$ cat src/rtl/cmpw_pkg.sv
package cmpw_pkg;
  // Default operand width; the row schedule in the top is laid out for eight rows.
  localparam int unsigned OPW_DEF = 8;

  function automatic logic maj3(input logic a, input logic b, input logic c);
    return (a & b) | (a & c) | (b & c);
  endfunction
endpackage

$ cat src/rtl/cmpw_ppgen.sv
module cmpw_ppgen #(
  parameter int unsigned WIDTH = 8,
  localparam int unsigned PW = 2 * WIDTH
) (
  input  logic [WIDTH-1:0]         op_a,
  input  logic [WIDTH-1:0]         op_b,
  output logic [WIDTH-1:0][PW-1:0] rows
);
  // Row r is the multiplicand gated by multiplier bit r, placed at weight 2^r.
  for (genvar r = 0; r < WIDTH; r++) begin : g_row
    assign rows[r] = PW'({WIDTH{op_b[r]}} & op_a) << r;
  end
endmodule

$ cat src/rtl/cmpw_c42.sv
module cmpw_c42
  import cmpw_pkg::*;
(
  input  logic [3:0] x,
  input  logic       cin,
  output logic       sum_o,
  output logic       carry_o,
  output logic       cout_o
);
  logic x01, x23, mid;

  // Balanced XOR pairs: sum is three XOR levels deep.
  assign x01     = x[0] ^ x[1];
  assign x23     = x[2] ^ x[3];
  assign mid     = x01 ^ x23;
  assign cout_o  = maj3(x[0], x[1], x[2]);   // no dependence on cin
  assign sum_o   = mid ^ cin;
  assign carry_o = mid ? cin : x[3];
endmodule

$ cat src/rtl/cmpw_c52.sv
module cmpw_c52
  import cmpw_pkg::*;
(
  input  logic [4:0] x,
  input  logic [1:0] cin,
  output logic       sum_o,
  output logic       carry_o,
  output logic [1:0] cout_o
);
  logic t1, t2;

  assign t1        = x[0] ^ x[1] ^ x[2];
  assign cout_o[0] = maj3(x[0], x[1], x[2]);
  assign t2        = t1 ^ x[3] ^ x[4];
  assign cout_o[1] = maj3(t1, x[3], x[4]);
  assign sum_o     = t2 ^ cin[0] ^ cin[1];
  assign carry_o   = maj3(t2, cin[0], cin[1]);
endmodule

$ cat src/rtl/cmpw_row42.sv
module cmpw_row42 #(
  parameter int unsigned PW = 16
) (
  input  logic [3:0][PW-1:0] rin,
  output logic [PW-1:0]      s_row,
  output logic [PW-1:0]      c_row
);
  logic [PW-2:0] cy;
  logic [PW-2:0] co;
  logic [PW-1:0] ci;

  assign ci    = {co, 1'b0};
  assign c_row = {cy, 1'b0};

  for (genvar j = 0; j < PW; j++) begin : g_col
    if (j < PW - 1) begin : g_cell
      cmpw_c42 u_c (
        .x      ({rin[3][j], rin[2][j], rin[1][j], rin[0][j]}),
        .cin    (ci[j]),
        .sum_o  (s_row[j]),
        .carry_o(cy[j]),
        .cout_o (co[j])
      );
    end else begin : g_msb
      // Carries out of the top column fall outside the product width.
      assign s_row[j] = rin[3][j] ^ rin[2][j] ^ rin[1][j] ^ rin[0][j] ^ ci[j];
    end
  end
endmodule

$ cat src/rtl/cmpw_row52.sv
module cmpw_row52 #(
  parameter int unsigned PW = 16
) (
  input  logic [4:0][PW-1:0] rin,
  output logic [PW-1:0]      s_row,
  output logic [PW-1:0]      c_row
);
  logic [PW-2:0] cy;
  logic [PW-2:0] co0, co1;
  logic [PW-1:0] ci0, ci1;

  assign ci0   = {co0, 1'b0};
  assign ci1   = {co1, 1'b0};
  assign c_row = {cy, 1'b0};

  for (genvar j = 0; j < PW; j++) begin : g_col
    if (j < PW - 1) begin : g_cell
      cmpw_c52 u_c (
        .x      ({rin[4][j], rin[3][j], rin[2][j], rin[1][j], rin[0][j]}),
        .cin    ({ci1[j], ci0[j]}),
        .sum_o  (s_row[j]),
        .carry_o(cy[j]),
        .cout_o ({co1[j], co0[j]})
      );
    end else begin : g_msb
      assign s_row[j] = rin[4][j] ^ rin[3][j] ^ rin[2][j] ^ rin[1][j] ^ rin[0][j]
                        ^ ci0[j] ^ ci1[j];
    end
  end
endmodule

$ cat src/rtl/cmpw_sklansky.sv
module cmpw_sklansky #(
  parameter int unsigned PW = 16,
  localparam int unsigned NODES = PW - 1,
  localparam int unsigned LV = $clog2(NODES)
) (
  input  logic [PW-1:0] xa,
  input  logic [PW-1:0] xb,
  output logic [PW-1:0] sum
);
  always_comb begin
    logic [NODES-1:0] gv;
    logic [NODES-1:0] pv;
    int src;
    gv = xa[NODES-1:0] & xb[NODES-1:0];
    pv = xa[NODES-1:0] ^ xb[NODES-1:0];
    src = 0;
    // Level k: a node whose index has bit k set takes the last node of the
    // 2^k block just below it. That node has bit k clear, so it does not
    // change in this level and the update can be done in place.
    for (int k = 0; k < LV; k++) begin
      for (int i = 0; i < NODES; i++) begin
        if (i[k]) begin
          src   = ((i >> k) << k) - 1;
          gv[i] = gv[i] | (pv[i] & gv[src]);
          pv[i] = pv[i] & pv[src];
        end
      end
    end
    sum[0] = xa[0] ^ xb[0];
    for (int i = 1; i < PW; i++) begin
      sum[i] = xa[i] ^ xb[i] ^ gv[i-1];
    end
  end
endmodule

$ cat src/rtl/cmpw_mul.sv
module cmpw_mul
  import cmpw_pkg::*;
#(
  parameter int unsigned WIDTH = OPW_DEF
) (
  input  logic [WIDTH-1:0]   op_a,
  input  logic [WIDTH-1:0]   op_b,
  output logic [2*WIDTH-1:0] product
);
  localparam int unsigned PW = 2 * WIDTH;

  logic [WIDTH-1:0][PW-1:0] pp;
  logic [PW-1:0] s5, c5, s3, c3, sf, cf;

  cmpw_ppgen #(.WIDTH(WIDTH)) u_pp (
    .op_a(op_a),
    .op_b(op_b),
    .rows(pp)
  );

  // Layer 1a: rows 0..4 through 5:2 cells.
  cmpw_row52 #(.PW(PW)) u_l1_wide (
    .rin  ({pp[4], pp[3], pp[2], pp[1], pp[0]}),
    .s_row(s5),
    .c_row(c5)
  );

  // Layer 1b: rows 5..7 plus a zero row through 4:2 cells.
  cmpw_row42 #(.PW(PW)) u_l1_narrow (
    .rin  ({{PW{1'b0}}, pp[7], pp[6], pp[5]}),
    .s_row(s3),
    .c_row(c3)
  );

  // Layer 2: the four carry-save rows down to two.
  cmpw_row42 #(.PW(PW)) u_l2 (
    .rin  ({c3, s3, c5, s5}),
    .s_row(sf),
    .c_row(cf)
  );

  cmpw_sklansky #(.PW(PW)) u_cpa (
    .xa (sf),
    .xb (cf),
    .sum(product)
  );
endmodule

$ cat config.mk
export PLATFORM = sky130hd
export DESIGN_NAME = cmpw_mul
export DESIGN_NICKNAME = d
export VERILOG_FILES = /design/src/rtl/cmpw_pkg.sv /design/src/rtl/cmpw_ppgen.sv /design/src/rtl/cmpw_c42.sv /design/src/rtl/cmpw_c52.sv /design/src/rtl/cmpw_row42.sv /design/src/rtl/cmpw_row52.sv /design/src/rtl/cmpw_sklansky.sv /design/src/rtl/cmpw_mul.sv
export SDC_FILE = /design/constraint.sdc
export NUM_CORES = 1
export LEC_CHECK = 0
export ABC_AREA = 1
export CAP_MARGIN = 30
export CORE_MARGIN = 8
export CORE_UTILIZATION = 60
export DETAILED_ROUTE_END_ITERATION = 8
export DONT_BUFFER_PORTS = 1
export GPL_ROUTABILITY_DRIVEN = 0
export PLACE_DENSITY_LB_ADDON = 0.1
export SYNTH_ARGS = -nofsm -noshare
export SYNTH_HDL_FRONTEND = slang
export SYNTH_SLANG_ARGS = --single-unit
$ cat constraint.sdc
create_clock -name vclk -period 14.7
set_input_delay 2.205 -clock vclk [all_inputs]
set_output_delay 2.205 -clock vclk [all_outputs]
set_load 0.02 [all_outputs]
; ---- Word-level counts from Yosys, hierarchy flattened
; Cells that the tools add are included.
[op_classes]
n_mux = 19
bitwise_logic = 530
[ops]
columns = op, count
row1 = $and A1 B1 Y1, 172
row2 = $xor A1 B1 Y1, 151
row3 = $or A1 B1 Y1, 134
row4 = $and A8 B8 Y8, 8
row5 = $and A1 B1 Y1 const AB, 20
row6 = $mux W1, 19
row7 = $xor A1 B1 Y1 const B, 16
row8 = $and A15 B15 Y15, 1
row9 = $xor A15 B15 Y15, 1
row10 = $and A1 B1 Y1 const A, 9
row11 = $xor A1 B1 Y1 const AB, 9
row12 = $and A1 B1 Y1 const B, 7
row13 = $xor A1 B1 Y1 const A, 2
[totals]
register_bits = 0
in_bits = 16
output_inout_bits = 16
wordCells = 549

; ---- Depth between registers and ports, before layout
; Gate-level depths: netlist of run 1.
[depth]
ltp_word = 23
mapped_depth = 23
ltp_nobuf = 22

; ---- Modules after synthesis
; Synthesis of run 1 repeated with hierarchy kept, for this count alone.
[unflattened]
cells_unflattened = 1259
hier_area_um2 = 6901.6
[modules_own_cells]
columns = mod, instances, cells_per_inst, area_per_inst_um2
row1 = cmpw_c42, 30, 22, 111.4
row2 = cmpw_c52, 15, 13, 97.6
row3 = cmpw_ppgen, 1, 209, 1044.8
row4 = cmpw_sklansky, 1, 127, 757.0
row5 = cmpw_row42, 2, 16, 76.3
row6 = cmpw_row52, 1, 35, 138.9
row7 = cmpw_mul, 1, 1, 3.8

; ---- Worst setup path after synthesis of run 1
; Ideal clock, no wire load.
[synth_timing]
path_kind = input-to-output
from = in op_b[0]
to = out product[9]
t_arrival_ns = 6.383
setup_slack_ns = 6.112
cell_stages = 17
path_buffers = 1
path_cell_list = clkbuf_1 nand2_1 inv_1 fa_1 inv_1 fa_1 inv_1 fa_1 inv_1 fa_1 inv_1 ha_1 ha_1 a21oi_2 nand2_2 fa_1 xor2_1
[synth_between]
elab_chain_cells = 21
elab_cells_between_ends = 173
classes_between = 5 x mux / 168 x bitwise
[synth_rtl]
columns = element, line_no
row1 = "start, declared", cmpw_mul.sv:7  ; input logic [WIDTH-1:0] op_b,
row2 = $and A8 B8 Y8 *, cmpw_ppgen.sv:11  ; assign rows[r] = PW'({WIDTH{op_b[r]}} & op_a) << r;
row3 = $xor A1 B1 Y1 (2 in series), cmpw_c52.sv:12  ; assign t1 = x[0] ^ x[1] ^ x[2];
row4 = $and A1 B1 Y1, cmpw_pkg.sv:6  ; return (a & b) | (a & c) | (b & c);
row5 = $or A1 B1 Y1 (2 in series), cmpw_pkg.sv:6
row6 = $and A1 B1 Y1, cmpw_pkg.sv:6
row7 = $or A1 B1 Y1 (2 in series), cmpw_pkg.sv:6
row8 = $and A1 B1 Y1, cmpw_pkg.sv:6
row9 = $or A1 B1 Y1 (2 in series), cmpw_pkg.sv:6
row10 = $xor A1 B1 Y1, cmpw_c42.sv:17  ; assign sum_o = mid ^ cin;
row11 = $xor A15 B15 Y15, cmpw_sklansky.sv:15  ; pv = xa[NODES-1:0] ^ xb[NODES-1:0];
row12 = "$and A1 B1 Y1, on equally long branches", "cmpw_sklansky.sv:24, cmpw_sklansky.sv:25"
row13 = $or A1 B1 Y1 (tied with other cells), cmpw_sklansky.sv:24  ; gv[i] = gv[i] | (pv[i] & gv[src]);
row14 = $or A1 B1 Y1 / $and A1 B1 Y1 (equally long branches), cmpw_sklansky.sv:24
row15 = $or A1 B1 Y1, cmpw_sklansky.sv:24
row16 = $and A1 B1 Y1, cmpw_sklansky.sv:24
row17 = $or A1 B1 Y1, cmpw_sklansky.sv:24
row18 = $xor A1 B1 Y1 *, cmpw_sklansky.sv:31  ; sum[i] = xa[i] ^ xb[i] ^ gv[i-1];
row19 = "end, declared", cmpw_mul.sv:8  ; output logic [2*WIDTH-1:0] product
; Every way passes the cells marked *; elsewhere a longest branch is shown, timed or not.

; ---- Final worst setup path of run 1
; Same ends and word-level chain as after synthesis.

==> summary.md, run 1 <==
| Metric | Value |
|---|---|
| Outcome | complete, no violations |
| CP bufs+invs | 5 |
| Ratio of final minimum period to clock period | 0.582 |
| Achievable clock frequency | ~120 MHz |
| Post-cts resize count | 0 |
| Iteration-0 DRC Markers | just under 100 |
| Worst slew pin tran | approximately 500 ps |
| Drt first pass iters | 4 |
| Remaining DRCs | 0 |
| GRT overflow | 0 |
| Maximum VDD drop | 0.0000510 V |
| Hold WS | approximately 4500 ps |
| Final net count | between 400 and 500 |
| Most common cell in the synthesized netlist | inv_1 |
| RSZ-0062 raised after global routing | false |
| Library cells used by synthesis | 26 |
| Die Area | just over 0.006 mm^2 |
| Pin count of the biggest net entering global routing | 9 |
| Setup crit start kind | input pin |
| Critical path depth | 16 |
| Yosys top cell area share | 0.253 |
| Total count of max-transition violations in the final report | 0 |
| Post-Syn Instances | about 360 |
| WP data arrival | 6350 ps |
| FILL cells | roughly 410 |
| Io pins | 32 |
| Syn_nets | 439 |
| Area of the multi-input gates | around 0.0019 mm^2 |
| Post-Place Cell Area | 0.00233 mm^2 |
| Worst EP required | between 10000 and 15000 ps |
| Synth warn | 0 |
| Total number of vias | about 1900 |
| P_leak | around 1.6 nW |
| Initial antenna violation count | 0 |
| Max Cap Viol | 0 |
| Endpoints failing hold | 0 |
| Clock buffer cells | 0 |
| Sequential cell count | 0 |
| Syn_area_per_cell | about 6.7 um^2 |
| WHS Path Cells | 2 |
| Cts hold-fix bufs | 0 |
| Wirelength, routed | 4.33 mm |
| CP Max Fanout | 8 |
| Seq/Total Area, Yosys | 0 |
| Global-route wire length before repair | between 7 and 8 mm |
| Detailed-placement wirelength estimate | slightly below 4 mm |
| CP endpoint kind | output port |
| Synth area leader | fa_1 |
| Min Tclk post-route | 8550 ps |
| All-Layer GR Usage | 0.145 |
| Mapped Area | around 0.0024 mm^2 |
| Area growth, synth to finish | -1.48% |
| Setup Crit Path Kind | in -> out |
| Num rows | 23 |
| Number of global-route vias before repair | approximately 1800 |
| Slowest CP cell | fa_1 |
| Number of antenna diodes | 0 |
| Post-CTS Setup Inserts | 0 |
| CP Cell Sequence | nand2_1 > inv_1 > fa_1 > inv_1 > fa_1 > inv_1 > fa_1 > inv_1 > fa_1 > inv_1 > ha_1 > ha_1 > a21oi_2 > nand2_2 > fa_1 > xor2_1 |
| DR vias/cell | just under 5 |
| Initial Util | 0.605 |
| Endpoints failing setup | 0 |
| CP delay by family, top | adder cells |
| Sequential cell area | 0 um^2 |
| Worst hold path type | in -> out |
| Dpl ws | about 6100 ps |
| Fin area | about 0.0023 mm^2 |
| Pwr per Cell Area | 125 mW/mm^2 |
| Max-slew headroom | 0.668 |
| Layout Utilization | 0.597 |
| Setup TNS | 0 ps |
| Commonest cells in the netlist | inv_1 (101), nand2_1 (100), ha_1 (37) |
| Final ANT Viol Nets | 0 |
| Core area | just under 0.004 mm^2 |
| Die W | 78.8 um |
| Max incr delay on CP | ~540 ps |
| Worst Setup Slack, final | a little over 6000 ps |
| Port buffer count | 0 |
| Share of layout cells above drive strength 1 | 0.0478 |
| Die Span Y | roughly 79 um |
| Area contributors post-synth | fa_1 (25%), ha_1 (20%), inv_1 (16%) |
| Routed WL per cell | ~11 um |
[layout make-up]
type	instances	share of cell area
Inverter	102	0.165
Multi-Input combinational cell	233	0.809
Tap cell	50	0.0268
[cells in the final DEF, fill, tap and decap left out, types with 2 or more instances in the layout]
cell type,count
o21a_1,2
nand2_1,100
nand2_2,6
xnor2_1,5
inv_1,101
o21bai_1,2
ha_1,37
a21oi_1,8
nor2_1,8
o21ai_0,2
nand4_1,4
nand2_4,3
a21oi_2,2
nand3_2,2
nand3_1,7
fa_1,30
xor2_1,9
[per-layer routing]
metal / wire length [um] / global-route usage
met1: 1980 / 0.182
met5: 0 / 0
met4: 28 / 0.00926
met2: 2120 / 0.275
met3: 196 / 0.00677
[cell families (layout without fill, tap and decap cells)]
group / after synthesis / after routing / synth area share
fa+ha+maj: 67 / 67 / 0.449
xor+xnor: 15 / 15 / 0.0586
compound gates: 16 / 16 / 0.0412
buf+inv: 123 / 102 / 0.203
simple gates: 135 / 135 / 0.248
[power by group]
part	internal, mW	leakage, nW	switching, mW
logic	0.0996	1.65	0.192
clock network	0	0	0
registers	0	0	0
[worst paths after layout]
path | from | to
setup / recovery | op_b[0] | product[9]
hold / removal | op_b[0] | product[0]
[stage by stage]
stage                     total power [mW]  instances
after global routing                 0.332        385
after detailed placement             0.295        385
after global placement               0.291        385
final                                0.292        385
after CTS                            0.297        385
after floorplan                      0.262        356
Power figures use the tool's default switching activity.
==> inputs of run 2 (changes only) <==
==> constraint.sdc (replaced) <==
create_clock -name vclk -period 8.93
set_input_delay 1.3395 -clock vclk [all_inputs]
set_output_delay 1.3395 -clock vclk [all_outputs]
set_load 0.02 [all_outputs]
==> summary.md, run 2 (synthesized netlist as in run 1, its figures left out) <==
| Metric | Value |
|---|---|
| Io pins | 32 (unchanged) |
| Sequential cell area | 0 um^2 (unchanged) |
| WP data arrival | 5480 ps (-870 ps) |
| Post-route insts no fill | 385 (unchanged) |
| Area growth, synth to finish | -1.48% (unchanged) |
| Fin area | 0.00233 mm^2 (unchanged) |
| Initial Util | 0.605 (unchanged) |
| CP Max Fanout | 8 (unchanged) |
| Sequential cell count | 0 (unchanged) |
| Num rows | 23 (unchanged) |
| Min Tclk post-route | between 6000 and 7000 ps |
| Setup TNS | 0 ps (unchanged) |
| Wirelength, routed | 4.33 mm (unchanged) |
| CP delay by family, top | adder cells |
| Max incr delay on CP | 540 ps (about the same) |
| Clock buffer cells | 0 (unchanged) |
| Dpl ws | 2070 ps (-4040 ps) |
| Achievable clock frequency | between 100 and 150 MHz |
| Endpoints failing hold | 0 (unchanged) |
| Initial antenna violation count | 0 (unchanged) |
| Cts hold-fix bufs | 0 (unchanged) |
| Worst EP required | 7590 ps (-4900 ps) |
| Post-CTS Setup Inserts | 0 (unchanged) |
| Global-route wire length before repair | 7.79 mm (unchanged) |
| CP Cell Sequence | nand2_1 > inv_1 > fa_1 > inv_1 > fa_1 > inv_1 > fa_1 > inv_1 > fa_1 > inv_1 > ha_1 > ha_1 > a21oi_2 > nand2_2 > fa_1 > xor2_1 |
| Pin count of the biggest net entering global routing | 9 (unchanged) |
| Endpoints failing setup | 0 (unchanged) |
| CP endpoint kind | output port |
| Core area | 0.00391 mm^2 (unchanged) |
| DR vias/cell | 4.86 (unchanged) |
| Post-cts resize count | 0 (unchanged) |
| Total count of max-transition violations in the final report | 0 (unchanged) |
| Ratio of final minimum period to clock period | 0.764 |
| Placed Cells | 385 (unchanged) |
| GRT overflow | 0 (unchanged) |
| Number of antenna diodes | 0 (unchanged) |
| Max-slew headroom | 0.668 (unchanged) |
| Die Area | 0.00622 mm^2 (unchanged) |
| Layout Utilization | 0.597 (unchanged) |
| Maximum VDD drop | 0.0000839 V (+65%) |
| Post-Place Cell Area | 0.00233 mm^2 (unchanged) |
| Power share of the sequential group | 0 (unchanged) |
| Net Switching | 0.316 mW (+65%) |
| Max Cap Viol | 0 (unchanged) |
| Commonest non-fill, non-tap cells in the layout | inv_1 (101), nand2_1 (100), ha_1 (37) |
| Outcome | complete, no violations |
| Drt first pass iters | 4 (unchanged) |
| Total number of vias | 1870 (unchanged) |
| Number of global-route vias before repair | 1814 (unchanged) |
| Int Power | 0.164 mW (+65%) |
| Worst hold path type | in -> out |
| Routed WL per cell | 11.2 um (unchanged) |
| Most common cell after layout, fill and taps aside | inv_1 |
| Die W | 78.8 um (unchanged) |
| Worst slew pin tran | 494 ps (unchanged) |
| Setup crit start kind | input pin |
| Remaining DRCs | 0 (unchanged) |
| All-Layer GR Usage | 0.145 (unchanged) |
| Setup Crit Path Kind | in -> out |
| Combinational cell fraction of total power | 1.000 (about the same) |
| Pwr per Cell Area | 206 mW/mm^2 (+65%) |
| P_leak | 1.65 nW (unchanged) |
| Share of layout cells above drive strength 1 | 0.0478 (unchanged) |
| FILL cells | 414 (unchanged) |
| Final ANT Viol Nets | 0 (unchanged) |
| Worst Setup Slack, final | 2110 ps (-4040 ps) |
| Detailed-placement wirelength estimate | 3.98 mm (unchanged) |
| Port buffer count | 0 (unchanged) |
| Iteration-0 DRC Markers | 97 (unchanged) |
| Die Span Y | 78.8 um (unchanged) |
| CP bufs+invs | 5 (unchanged) |
| Final net count | 420 (unchanged) |
| Clock share of power | 0 (unchanged) |
| RSZ-0062 raised after global routing | false |
| Switching share of total power | 0.658 (about the same) |
| Slowest CP cell | fa_1 |
run 2: per-layer routing:
| layer | up-vias | track usage | wire (um) | part of all wire |
|---|---|---|---|---|
| li1 | 977 | - | - | - |
| met1 | 863 | 0.182 | 1980 | 0.46 |
| met2 | 28 | 0.275 | 2120 | 0.49 |
| met3 | 2 | 0.00677 | 196 | 0.045 |
| met4 | 0 | 0.00926 | 28 | 0.0065 |
| met5 | - | 0 | 0 | 0 |
run 2: final cells by class:
class / count / area [um^2] / area share
well taps: 50 / 62.6 / 0.0268
inverters: 102 / 384 / 0.165
multi-input cells: 233 / 1890 / 0.809
run 2: metrics by stage:
step                total power, mW  hold WS [ps]
CTS                           0.489          2810
detailed placement            0.485          2810
finish                        0.480          2810
global route                  0.546          2830
global placement              0.479          2820
floorplan                     0.432          3060
run 2: power groups by stage:
| stage | registers [mW] | logic, mW | clock network, mW |
|---|---|---|---|
| 2_1_floorplan | 0 | 0.432 | 0 |
| 3_3_place_gp | 0 | 0.479 | 0 |
| 3_5_place_dp | 0 | 0.485 | 0 |
| 4_1_cts | 0 | 0.489 | 0 |
| 5_1_grt | 0 | 0.546 | 0 |
| 6_report | 0 | 0.480 | 0 |
run 2: worst paths after layout:
| kind | startpoint | slack [ps] | endpoint | cells after the start |
|---|---|---|---|---|
| setup / recovery | op_b[0] | 2110 | product[9] | 16 |
| hold / removal | op_b[0] | 2810 | product[0] | 2 |
==> inputs of run 3 (changes only) <==
==> constraint.sdc (replaced) <==
create_clock -name vclk -period 6
set_input_delay 0.9 -clock vclk [all_inputs]
set_output_delay 0.9 -clock vclk [all_outputs]
set_load 0.02 [all_outputs]
==> summary.md, run 3 (synthesized netlist as in run 1, its figures left out) <==
| Metric | Value |
|---|---|
| Total count of max-transition violations in the final report | 0 (unchanged) |
| Port buffer count | 0 (unchanged) |
| Hold path start | op_b[0] |
| Fin area | 0.00236 mm^2 (+1.2%) |
| Final ANT Viol Nets | 0 (unchanged) |
| Post-Place Cell Area | 0.00235 mm^2 (+0.64%) |
| Setup TNS | 0 ps (unchanged) |
| Most common cell after layout, fill and taps aside | inv_1 |
| Initial Util | 0.605 (unchanged) |
| All-Layer GR Usage | 0.145 (about the same) |
| Sequential cell count | 0 (unchanged) |
| Endpoints failing hold | 0 (unchanged) |
| Number of global-route vias before repair | 1815 (+0.055%) |
| Post-route insts no fill | 387 (+0.52%) |
| Endpoints failing setup | 0 (unchanged) |
| Drt first pass iters | 4 (unchanged) |
| Area of the multi-input gates | 0.00190 mm^2 (+0.66%) |
| Routed WL per cell | 10.8 um (-3.6%) |
| Die Span Y | 78.8 um (unchanged) |
| Outcome | complete, no violations |
| Worst Setup Slack, final | 232 ps (-1870 ps) |
| CP Max Fanout | 8 (unchanged) |
| RSZ-0062 raised after global routing | false |
| Io pins | 32 (unchanged) |
| Worst EP required | 5100 ps (-2490 ps) |
| Remaining DRCs | 0 (unchanged) |
| CP endpoint kind | output port |
| Achievable clock frequency | 173 MHz |
| Pwr Total | 0.762 mW (+59%) |
| Global-route wire length before repair | 7.75 mm (-0.54%) |
| Iteration-0 DRC Markers | 102 (+5.2%) |
| Setup crit start kind | input pin |
| Die W | 78.8 um (unchanged) |
| P_leak | 1.66 nW (+0.53%) |
| Max-slew headroom | 0.656 (-0.0123) |
| Worst slew pin tran | 512 ps (+18.4 ps) |
| Detailed-placement wirelength estimate | 3.86 mm (-2.9%) |
| Min Tclk post-route | between 5000 and 6000 ps |
| Die Area | 0.00622 mm^2 (unchanged) |
| Pin count of the biggest net entering global routing | 9 (unchanged) |
| Clock buffer cells | 0 (unchanged) |
| FILL cells | 394 (-4.8%) |
| Number of antenna diodes | 0 (unchanged) |
| Wirelength, routed | 4.20 mm (-3.1%) |
| WP data arrival | 4870 ps (-610 ps) |
| Max Cap Viol | 0 (unchanged) |
| Initial antenna violation count | 0 (unchanged) |
| Setup Crit Path Kind | in -> out |
| Sequential cell area | 0 um^2 (unchanged) |
| Num rows | 23 (unchanged) |
| Pwr per Cell Area | 322 mW/mm^2 (+57%) |
| Dpl ws | 145 ps (-1930 ps) |
| Final net count | 422 (+0.48%) |
| Core area | 0.00391 mm^2 (unchanged) |
| CP bufs+invs | 6 (+1) |
| Area growth, synth to finish | -0.317% |
| Commonest non-fill, non-tap cells in the layout | inv_1 (101), nand2_1 (100), ha_1 (36) |
| Total number of vias | 1871 (+0.053%) |
| Post-CTS Setup Inserts | 0 (unchanged) |
| CP delay by family, top | adder cells |
| DR vias/cell | 4.83 (-0.46%) |
| Maximum VDD drop | 0.000115 V (+36%) |
| Slowest CP cell | fa_1 |
| Share of layout cells above drive strength 1 | 0.0564 (+0.00862) |
| Critical path origin | op_b[0] |
| Worst hold path type | in -> out |
| Placed Cells | 387 (+0.52%) |
| Max incr delay on CP | 530 ps (about the same) |
| GRT overflow | 0 (unchanged) |
| Ratio of final minimum period to clock period | 0.961 |
| CP Cell Sequence | nand2_1 > inv_1 > fa_1 > inv_1 > fa_1 > inv_1 > fa_1 > inv_1 > fa_1 > inv_1 > ha_1 > ha_4 > a21oi_2 > nand2_2 > fa_1 > xor2_1 > buf_4 |
## run 3: cell types whose count changed in the layout (fill, tap and decap cells not counted)
cell and delta:
buf_4 +2, ha_4 +1, ha_1 -1
## run 3: layer usage
layer	track usage	vias up	share of wire
met5	0	-	0
met4	0	0	0
met3	0.0124	0	0.047
met2	0.270	31	0.50
met1	0.186	856	0.46
li1	-	984	-
## run 3: repair_timing
item,CTS,global route
hold buffers,0,0
resized for setup,0,1
setup endpoints to repair,0,1
## run 3: final timing paths
check,to,slack [ps],cells after the start
hold / removal,product[0],1930,2
setup / recovery,product[9],230,17
## run 3: power by group
group          internal (mW)  switching, mW  total [mW]
Clock                      0              0           0
Sequential                 0              0           0
Combinational          0.283          0.479       0.762
Total                  0.283          0.479       0.762
## run 3: cell type report
cell class / count / area share
inverter: 102 / 0.163
timing repair buffer: 2 / 0.00636
tap: 50 / 0.0265
multi-input combinational: 233 / 0.805
## run 3: through the flow
stage               hold WS [ps]  utilization
finish                      1930        0.604
global route                1950        0.604
CTS                         1930        0.600
detailed placement          1930        0.600
global placement            1940        0.600
floorplan                   2190            -
